`config.mk`:
```
export PLATFORM = sky130hd
export DESIGN_NAME = page_write_buffer
export DESIGN_NICKNAME = d
export VERILOG_FILES = /design/src/rtl/pwb_pkg.sv /design/src/rtl/pwb_latch.sv /design/src/rtl/pwb_addr_ctr.sv /design/src/rtl/pwb_cycle_timer.sv /design/src/rtl/page_write_buffer.sv
export SDC_FILE = /design/constraint.sdc
export NUM_CORES = 1
export LEC_CHECK = 0
export BUFFER_PORTS_ARGS = -buffer_cell sky130_fd_sc_hd__buf_2
export CAP_MARGIN = 40
export CORE_AREA = 4 4 167 169
export DETAILED_ROUTE_END_ITERATION = 10
export DIE_AREA = 0 0 171 173
export PLACE_DENSITY = 0.7
export RECOVER_POWER = 50
export SKIP_CTS_REPAIR_TIMING = 1
export SYNTH_ARGS = -nofsm -noshare
export SYNTH_HDL_FRONTEND = slang
export SYNTH_HIERARCHICAL = 1
export SYNTH_SLANG_ARGS = --single-unit
```
`constraint.sdc`:
```
create_clock -name clk -period 3.5 [get_ports clk]
set_clock_uncertainty 0.2 [all_clocks]
set_input_delay 0.35 -clock clk [delete_from_list [all_inputs] [get_ports clk]]
set_output_delay 0.35 -clock clk [all_outputs]
set_load 0.01 [all_outputs]
```
`src/rtl/pwb_pkg.sv`:
```
package pwb_pkg;
  localparam int BYTE_W = 8;
  typedef logic [BYTE_W-1:0] byte_t;
endpackage

```
`src/rtl/pwb_latch.sv`:
```
module pwb_latch
  import pwb_pkg::*;
#(
  parameter int PAGE_W = 5,
  localparam int PAGE_BYTES = 1 << PAGE_W
) (
  input  logic                  clk,
  input  logic                  rst_n,
  input  logic                  clr,
  input  logic                  wr_en,
  input  logic [PAGE_W-1:0]     wr_off,
  input  byte_t                 wr_data,
  input  logic [PAGE_W-1:0]     rd_off,
  output byte_t                 rd_data,
  output logic [PAGE_BYTES-1:0] mask,
  output logic                  any_vld
);

  byte_t                 data_q [PAGE_BYTES];
  logic [PAGE_BYTES-1:0] mask_d, mask_q;

  // one storage byte per page offset, loaded only when addressed
  for (genvar g = 0; g < PAGE_BYTES; g++) begin : g_cell
    logic cell_en;
    assign cell_en = wr_en && (wr_off == PAGE_W'(g));
    always_ff @(posedge clk) begin
      if (cell_en) data_q[g] <= wr_data;
    end
  end

  always_comb begin
    mask_d = mask_q;
    if (clr) begin
      mask_d = '0;
    end else if (wr_en) begin
      mask_d[wr_off] = 1'b1;
    end
  end

  always_ff @(posedge clk or negedge rst_n) begin
    if (!rst_n) mask_q <= '0;
    else        mask_q <= mask_d;
  end

  assign rd_data = data_q[rd_off];
  assign mask    = mask_q;
  assign any_vld = |mask_q;

endmodule

```
`src/rtl/pwb_addr_ctr.sv`:
```
module pwb_addr_ctr #(
  parameter int ADDR_W = 13,
  parameter int PAGE_W = 5,
  localparam int PG_W  = ADDR_W - PAGE_W
) (
  input  logic              clk,
  input  logic              rst_n,
  input  logic              load,
  input  logic [ADDR_W-1:0] load_addr,
  input  logic              step,
  input  logic              finish,
  input  logic [PAGE_W-1:0] finish_off,
  output logic [PG_W-1:0]   page,
  output logic [PAGE_W-1:0] off
);

  logic [PG_W-1:0]   page_d, page_q;
  logic [PAGE_W-1:0] off_d, off_q;

  always_comb begin
    page_d = page_q;
    off_d  = off_q;
    if (load) begin
      page_d = load_addr[ADDR_W-1:PAGE_W];
      off_d  = load_addr[PAGE_W-1:0];
    end else if (finish) begin
      off_d  = finish_off;
    end else if (step) begin
      // the offset field is exactly PAGE_W bits, so the carry drops off
      off_d  = off_q + PAGE_W'(1);
    end
  end

  always_ff @(posedge clk or negedge rst_n) begin
    if (!rst_n) begin
      page_q <= '0;
      off_q  <= '0;
    end else begin
      page_q <= page_d;
      off_q  <= off_d;
    end
  end

  assign page = page_q;
  assign off  = off_q;

endmodule

```
`src/rtl/pwb_cycle_timer.sv`:
```
module pwb_cycle_timer #(
  parameter int WRITE_CYCLES = 250000,
  parameter int PAGE_W       = 5,
  localparam int CNT_W       = $clog2(WRITE_CYCLES + 1),
  localparam int SCAN_W      = PAGE_W + 1
) (
  input  logic              clk,
  input  logic              rst_n,
  input  logic              start,
  output logic              busy,
  output logic              done,
  output logic              scan_act,
  output logic [PAGE_W-1:0] scan_off
);

  localparam logic [CNT_W-1:0]  CNT_LAST = CNT_W'(WRITE_CYCLES - 1);
  localparam logic [SCAN_W-1:0] SCAN_END = SCAN_W'(1 << PAGE_W);

  logic              busy_d, busy_q;
  logic [CNT_W-1:0]  cnt_d, cnt_q;
  logic [SCAN_W-1:0] scan_d, scan_q;

  assign done = busy_q && (cnt_q == CNT_LAST);

  always_comb begin
    busy_d = busy_q;
    cnt_d  = cnt_q;
    scan_d = scan_q;
    if (!busy_q) begin
      if (start) begin
        busy_d = 1'b1;
        cnt_d  = '0;
        scan_d = '0;
      end
    end else begin
      cnt_d = cnt_q + CNT_W'(1);
      if (scan_q != SCAN_END) scan_d = scan_q + SCAN_W'(1);
      if (done) busy_d = 1'b0;
    end
  end

  always_ff @(posedge clk or negedge rst_n) begin
    if (!rst_n) begin
      busy_q <= 1'b0;
      cnt_q  <= '0;
      scan_q <= '0;
    end else begin
      busy_q <= busy_d;
      cnt_q  <= cnt_d;
      scan_q <= scan_d;
    end
  end

  assign busy     = busy_q;
  assign scan_act = busy_q && (scan_q != SCAN_END);
  assign scan_off = scan_q[PAGE_W-1:0];

endmodule

```
`src/rtl/page_write_buffer.sv`:
```
module page_write_buffer
  import pwb_pkg::*;
#(
  parameter int ADDR_W       = 13,
  parameter int PAGE_W       = 5,
  parameter int WRITE_CYCLES = 250000
) (
  input  logic              clk,
  input  logic              rst_n,
  input  logic              addr_load,
  input  logic [ADDR_W-1:0] addr_in,
  input  logic              byte_vld,
  input  logic [7:0]        byte_data,
  input  logic              byte_allow,
  input  logic              stop_pulse,
  input  logic              stop_slot_ok,
  output logic              busy,
  output logic              mem_we,
  output logic [ADDR_W-1:0] mem_addr,
  output logic [7:0]        mem_wdata,
  output logic [ADDR_W-1:0] cur_addr
);

  localparam int PAGE_BYTES = 1 << PAGE_W;
  localparam int PG_W       = ADDR_W - PAGE_W;

  logic                  idle;
  logic                  acc_load, acc_byte, acc_stop;
  logic                  commit, discard, done;
  logic                  lat_wr, lat_clr, any_vld;
  logic [PAGE_BYTES-1:0] mask;
  logic [PG_W-1:0]       page;
  logic [PAGE_W-1:0]     off;
  logic [PAGE_W-1:0]     last_d, last_q;
  logic                  scan_act;
  logic [PAGE_W-1:0]     scan_off;
  byte_t                 rd_data;

  // inputs count only between write cycles; load wins over byte, byte over stop
  assign idle     = !busy;
  assign acc_load = idle && addr_load;
  assign acc_byte = idle && !addr_load && byte_vld;
  assign acc_stop = idle && !addr_load && !byte_vld && stop_pulse;
  assign commit   = acc_stop && stop_slot_ok && any_vld;
  assign discard  = acc_stop && !commit;
  assign lat_wr   = acc_byte && byte_allow;
  assign lat_clr  = acc_load || discard || done;

  always_comb begin
    last_d = last_q;
    if (lat_wr) last_d = off;
  end

  always_ff @(posedge clk or negedge rst_n) begin
    if (!rst_n) last_q <= '0;
    else        last_q <= last_d;
  end

  pwb_latch #(.PAGE_W(PAGE_W)) i_latch (
    .clk     (clk),
    .rst_n   (rst_n),
    .clr     (lat_clr),
    .wr_en   (lat_wr),
    .wr_off  (off),
    .wr_data (byte_data),
    .rd_off  (scan_off),
    .rd_data (rd_data),
    .mask    (mask),
    .any_vld (any_vld)
  );

  pwb_addr_ctr #(.ADDR_W(ADDR_W), .PAGE_W(PAGE_W)) i_ctr (
    .clk        (clk),
    .rst_n      (rst_n),
    .load       (acc_load),
    .load_addr  (addr_in),
    .step       (acc_byte),
    .finish     (done),
    .finish_off (last_q + PAGE_W'(1)),
    .page       (page),
    .off        (off)
  );

  pwb_cycle_timer #(.WRITE_CYCLES(WRITE_CYCLES), .PAGE_W(PAGE_W)) i_timer (
    .clk      (clk),
    .rst_n    (rst_n),
    .start    (commit),
    .busy     (busy),
    .done     (done),
    .scan_act (scan_act),
    .scan_off (scan_off)
  );

  assign mem_we    = scan_act && mask[scan_off];
  assign mem_addr  = {page, scan_off};
  assign mem_wdata = rd_data;
  assign cur_addr  = {page, off};

endmodule

```
* Word-level counts from Yosys, hierarchy flattened *
Memories as Yosys holds them, arrays and structs flattened.
Cells that the tools add are included.

cells by class
  add/subtract/negate cells = 4
  $lt $le $gt $ge = 3
  eq/ne operators = 34
  multiplexer cells = 174
  bitwise operators = 1
  reduce and logical (&&, ||, !) cells = 88

operators by type and width
  kind                   count
  $mux 8                 31
  $reduce_or 8->1        31
  $mux 5                 34
  $mux 1                 100
  $eq 5x5->1 const B     16
  $mux 32                2
  $logic_and 1x1->1      45
  $eq 5x4->1 const B     8
  $mux 18                2
  $or 32x32->32          1
  $reduce_or 32->1       1
  $eq 5x3->1 const B     4
  $add 18x1->18 const B  1
  $eq 18x18->1 const B   1
  $mux 6                 3
  $lt 5x6->1 const B     2
  $add 5x1->5 const B    2
  $eq 5x2->1 const B     2
  $add 6x1->6 const B    1
  $ne 6x6->1 const B     1
  $bmux 1 s5             1
  $demux 1 s5            1
  $eq 5x1->1 const B     1
  $ge 5x1->1 const B     1
  7 further kinds        12

storage, ports and cells
  bits in registers = 75
  RAM bits = 256
  input port bits = 28
  output and inout port bits = 36
  logic and storage cells = 312
  memories kept = 1

memories
  name            words  bits a word  read ports  clocked after Yosys merged registers in  wr ports  RTL line         RTL
  i_latch.data_q  32     8            1           0                                        1         pwb_latch.sv:19  byte_t data_q [PAGE_BYTES];

* Logic depth before layout (Yosys ltp) *
  depth after elaboration = 39
  gate-level depth with buffers = 10

* Cells and area by module *
The synthesis kept the hierarchy.

modules (own cells, without submodules)
  module             times used  cells each  area each (sq um)  seq. area each (sq um)
  pwb_latch          1           540         11179.5            8488.1
  pwb_cycle_timer    1           136         1368.8             625.6
  page_write_buffer  1           59          669.4              125.1
  pwb_addr_ctr       1           51          656.9              325.3

* Least setup slack after synthesis *
Ideal clock, no wire load.

  path kind = register to register
  from = register i_timer.busy_q, in the netlist i_timer/busy
  to = memory i_latch/data_q[0][0] in the netlist's numbering, enable pin
  setup time = 0.370 ns
  arrival = 2.662 ns
  slack = 0.268 ns
  stages on the path, launching flop included = 8
  path buffers = 3
  clock period less this slack = 3.232 ns
  cell sequence = dfrtp_1 -> nor3b_1 -> and2_1 -> clkbuf_1 -> clkbuf_1 -> or3b_2 -> clkbuf_1 -> nor2_1

RTL lines
  item                                   RTL line                 RTL
  from (decl)                            pwb_cycle_timer.sv:19    logic busy_d, busy_q;
  from (signal assigned)                 pwb_cycle_timer.sv:48    busy_q <= busy_d;
  $logic_not 1->1                        --
  $logic_and 1x1->1 (2 in a row)         page_write_buffer.sv:42  assign acc_byte = idle && !addr_load && byte_vld;
  named net acc_byte                     page_write_buffer.sv:28  logic acc_load, acc_byte, acc_stop;
  $logic_and 1x1->1                      page_write_buffer.sv:46  assign lat_wr = acc_byte && byte_allow;
  named net lat_wr                       page_write_buffer.sv:30  logic lat_wr, lat_clr, any_vld;
  $logic_and 1x1->1                      pwb_latch.sv:25          assign cell_en = wr_en && (wr_off == PAGE_W'(g));
  named net i_latch.g_cell[0].cell_en    pwb_latch.sv:24          logic cell_en;
  $mux 1                                 pwb_latch.sv:27          if (cell_en) data_q[g] <= wr_data;
  $mux 1 (not written as such)           pwb_latch.sv:27
  $mux 1 (no source line) (31 in a row)  --
  to (decl)                              pwb_latch.sv:19

The timed path passes the listed nets, and every way through them passes these cells.

* Worst setup path in the final report *
  from = register i_timer.scan_q[1]
  to = output port mem_wdata[3]

on the way
  cells in the longest elaborated chain, start to end = 1

RTL lines
  item                    RTL line                 RTL
  from (decl)             pwb_cycle_timer.sv:21    logic [SCAN_W-1:0] scan_d, scan_q;
  from (signal assigned)  pwb_cycle_timer.sv:50    scan_q <= scan_d;
  $mem_v2 32x8            --
  to (decl)               page_write_buffer.sv:20  output logic [7:0] mem_wdata,

No other way between the ends.

==> results.sh <==
export IMPL_status="finished with violations"
export IMPL_violations="capacitance limit, slew limit"
export IMPL_worst_slew_pin_slew_ns=1.66
export IMPL_hp_class="in2reg"
export IMPL_maxSlewViolCount=67
export IMPL_p_switching_mw=3.31
export IMPL_netSwitchingFraction_pct=28.6
export IMPL_synth_top_family_by_area="multiplexers"
export IMPL_period_share_pct=97.2
export IMPL_die_x_um=171
export IMPL_grt_pass1_vias=7619
export IMPL_avgRoutedWirePerCell_um=23.1
export IMPL_synthCells=786
export IMPL_crit_arrival_ns=2.85
export IMPL_synth_edff_count=256
export IMPL_muxShareOfSynthArea_pct=17.2
export IMPL_post_route_drc_count=0
export IMPL_end_kind="output pin"
export IMPL_power_share_clock_pct=31.9
export IMPL_area_growth_syn_to_layout_pct=15.8
export IMPL_grt_max_degree=67
export IMPL_cts_tree="built"
export IMPL_nets=936
export IMPL_yosysTopAreaCell="edfxtp_1"
export IMPL_power_leakage_nw=5.67
export IMPL_die_area_um2=29600
export IMPL_avgSynthCellArea_um2=17.7
export IMPL_io_pins=64
export IMPL_post_place_ws_ns=0.379
export IMPL_yosys_area_share_simple_pct=7.14
export IMPL_critPathLaunchType="flop"
export IMPL_fin_util_pct=60.5
export IMPL_core_area_um2=26600
export IMPL_cts_buffers=34
export IMPL_cellInternalPower_mw=8.27
export IMPL_synth_xor_area_share_pct=0.505
export IMPL_rsz0062_at_grt="no"
export IMPL_path_max_fanout=17
export IMPL_final_setup_worst_slack_ns=0.0963
export IMPL_drive_gt1_share_pct=30.1
export IMPL_num_antenna_cells=0
export IMPL_synth_compound_area_share_pct=2.95
export IMPL_comb_power_share_pct=25.7
export IMPL_overflow=0
export IMPL_period_needed_ns=3.40
export IMPL_synthFlopType="edfxtp_1"
export IMPL_totalWireLength_um=29400
export IMPL_via_count=7484
export IMPL_worstSetupPathType="reg2out"
export IMPL_ir_drop_mv=0.649
export IMPL_first_pass_iters=5
export IMPL_async_flop_share_pct=22.7
export IMPL_worstPathRequired_ns=2.95
export IMPL_initial_core_util_pct=52.2
export IMPL_synth_nets=819
export IMPL_setup_viol=0
export IMPL_max_slew_margin_pct=-10.8
export IMPL_h_tree_depth=2
export IMPL_port_buffers=63
export IMPL_cts_root_buf="clkbuf_16"
export IMPL_clk_pin_slew_worst_paths_ns=0.06
export IMPL_track_usage_pct=19.9
export IMPL_rows=60
export IMPL_ys_ff_latch=331
export IMPL_cts_sinks=331
export IMPL_synth_area_top_cells="edfxtp_1 55%, mux4_2 14%, dfrtp_1 14%, nor2_1 1.9%, mux2_2 1.8%"
export IMPL_yosysSeqAreaShare_pct=68.9
export IMPL_clk_path_buf_depth=3
export IMPL_vias_per_cell=5.89
export IMPL_yosysWarnings=6
export IMPL_grt_pass1_wl_um=45200
export IMPL_hold_viol=0
export IMPL_clkLatencyLatePin_ns=0.51
export IMPL_synthAdderAreaFrac_pct=0.451
export IMPL_gp_congestion=0.809
export IMPL_yosys_area_top_type_share_pct=55.4
export IMPL_maxCapViolCount=1
export IMPL_die_y_um=173
export IMPL_finalSetupTns_ns=0
export IMPL_drtAntennaViolNets=0
export IMPL_seqPwrFrac_pct=42.5
export IMPL_powerDensity_nw_per_um2=720
export IMPL_synth_distinct_cells=61
export IMPL_max_freq_ghz=0.294
export IMPL_dp_hpwl_um=18100
export IMPL_drt_iter0_markers=636
export IMPL_antenna_found_initial=0
export IMPL_timing_hold_ws_ns=0.0856
export IMPL_syn_area_um2=13900
flip-flops by register name (all words and copies together) (netlist names):
name and flops:
i_ctr/page 8, i_latch/data_q 256, i_timer/scan_q 6, last_q 5, i_latch/mask 32, i_timer/busy 1, i_timer/cnt_q 18, i_ctr/off 5
cells by family (layout without fill, tap and decap cells):
| family | Yosys count | count (layout) |
|---|---|---|
| DFF | 331 | 331 |
| and+or+nand+nor | 188 | 188 |
| muxes | 126 | 126 |
| AOI/OAI and AO/OA | 64 | 64 |
| buffers and inverters | 64 | 207 |
| xor gates and xnor gates | 8 | 8 |
| adders and majority gates | 5 | 5 |
metrics by stage:
stage	total power, mW	area (um2)	std cells
after floorplan	7.03	13900	786
after global placement	7.80	14700	1183
after detailed placement	7.87	14700	1185
after CTS	11.6	15900	1247
after global routing	12.1	16100	1270
final	11.6	16100	1270
routing by layer:
metal	GRT usage [%]	part of all wire, %	up-vias
li1	-	-	3338
met1	29.0	43	3854
met2	31.2	48	243
met3	3.59	5.9	49
met4	5.98	2.5	0
met5	0	0	-
cells in the mapped netlist (2+ instances only):
| master | n |
|---|---|
| a21o_1 | 2 |
| a21oi_1 | 33 |
| a221oi_1 | 2 |
| a311o_1 | 2 |
| and3_1 | 7 |
| and3_2 | 2 |
| and3b_1 | 5 |
| buf_1 | 8 |
| buf_2 | 2 |
| buf_4 | 22 |
| buf_6 | 4 |
| buf_8 | 2 |
| clkbuf_1 | 17 |
| dfrtp_1 | 75 |
| edfxtp_1 | 256 |
| ha_1 | 5 |
| inv_1 | 8 |
| mux2_2 | 22 |
| mux2i_1 | 16 |
| mux4_1 | 3 |
| mux4_2 | 84 |
| nand2_1 | 27 |
| nand2b_1 | 5 |
| nand3_1 | 17 |
| nand3b_1 | 7 |
| nand4_1 | 7 |
| nor2_1 | 70 |
| nor2b_1 | 3 |
| nor2b_2 | 2 |
| nor3_1 | 4 |
| nor3b_1 | 6 |
| nor4_1 | 11 |
| o211ai_1 | 2 |
| o21ai_0 | 10 |
| o21ai_1 | 2 |
| o31ai_1 | 2 |
| o32ai_1 | 2 |
| or3b_2 | 3 |
| xnor2_1 | 3 |
| xor2_1 | 5 |
cell usage in the layout, fill, tap and decap left out, types with 7 or more instances in the layout:
cell type	count
edfxtp_1	256
buf_4	52
clkbuf_1	26
mux4_2	84
mux2_2	22
a21oi_1	33
dlygate4sd3_1	14
nand3b_1	7
o21ai_0	10
nand3_1	17
clkbuf_16	35
and3_1	7
dfrtp_1	72
nand4_1	7
buf_2	44
nor2_1	70
clkinv_1	7
inv_1	8
nand2_1	27
nor4_1	10
mux2i_1	16
power groups by stage:
stage | Sequential, mW | Clock (mW) | Combinational (mW)
after floorplan | 4.75 | 0 | 2.28
after global placement | 5.03 | 0 | 2.76
after detailed placement | 5.03 | 0 | 2.84
after CTS | 4.96 | 3.78 | 2.86
after global routing | 4.96 | 3.95 | 3.22
final | 4.91 | 3.69 | 2.97
path summary, 6_finish.rpt:
path | cells after the start | endpoint | start | slack (ns)
min in group asynchronous | 2 | i_timer/cnt_q[17] | rst_n | 0.14
max reg2reg | 8 | i_timer/scan_q[3] | i_latch/mask[12] | 0.38
min | 3 | i_timer/cnt_q[1] | addr_load | 0.09
min reg2reg | 1 | i_timer/cnt_q[16] | i_timer/cnt_q[16] | 0.29
max in group asynchronous | 3 | i_timer/scan_q[1] | rst_n | 0.75
max | 5 | mem_wdata[3] | i_timer/scan_q[1] | 0.1
area by class of cell:
class	count	area (um2)
Fill cell	1938	10500
Sequential cell	331	9570
Multi-Input combinational cell	391	3930
Timing Repair Buffer	137	953
Clock buffer	41	898
Tap cell	341	427
Clock inverter	21	254
Inverter	8	30.0
critical path, stage by stage (launching register included):
cell and delay [ns]:
dfrtp_4 0.58, buf_12 0.23, mux4_2 0.52, mux4_2 0.53, mux2_2 0.33, buf_2 0.15
Power figures use the tool's default switching activity.
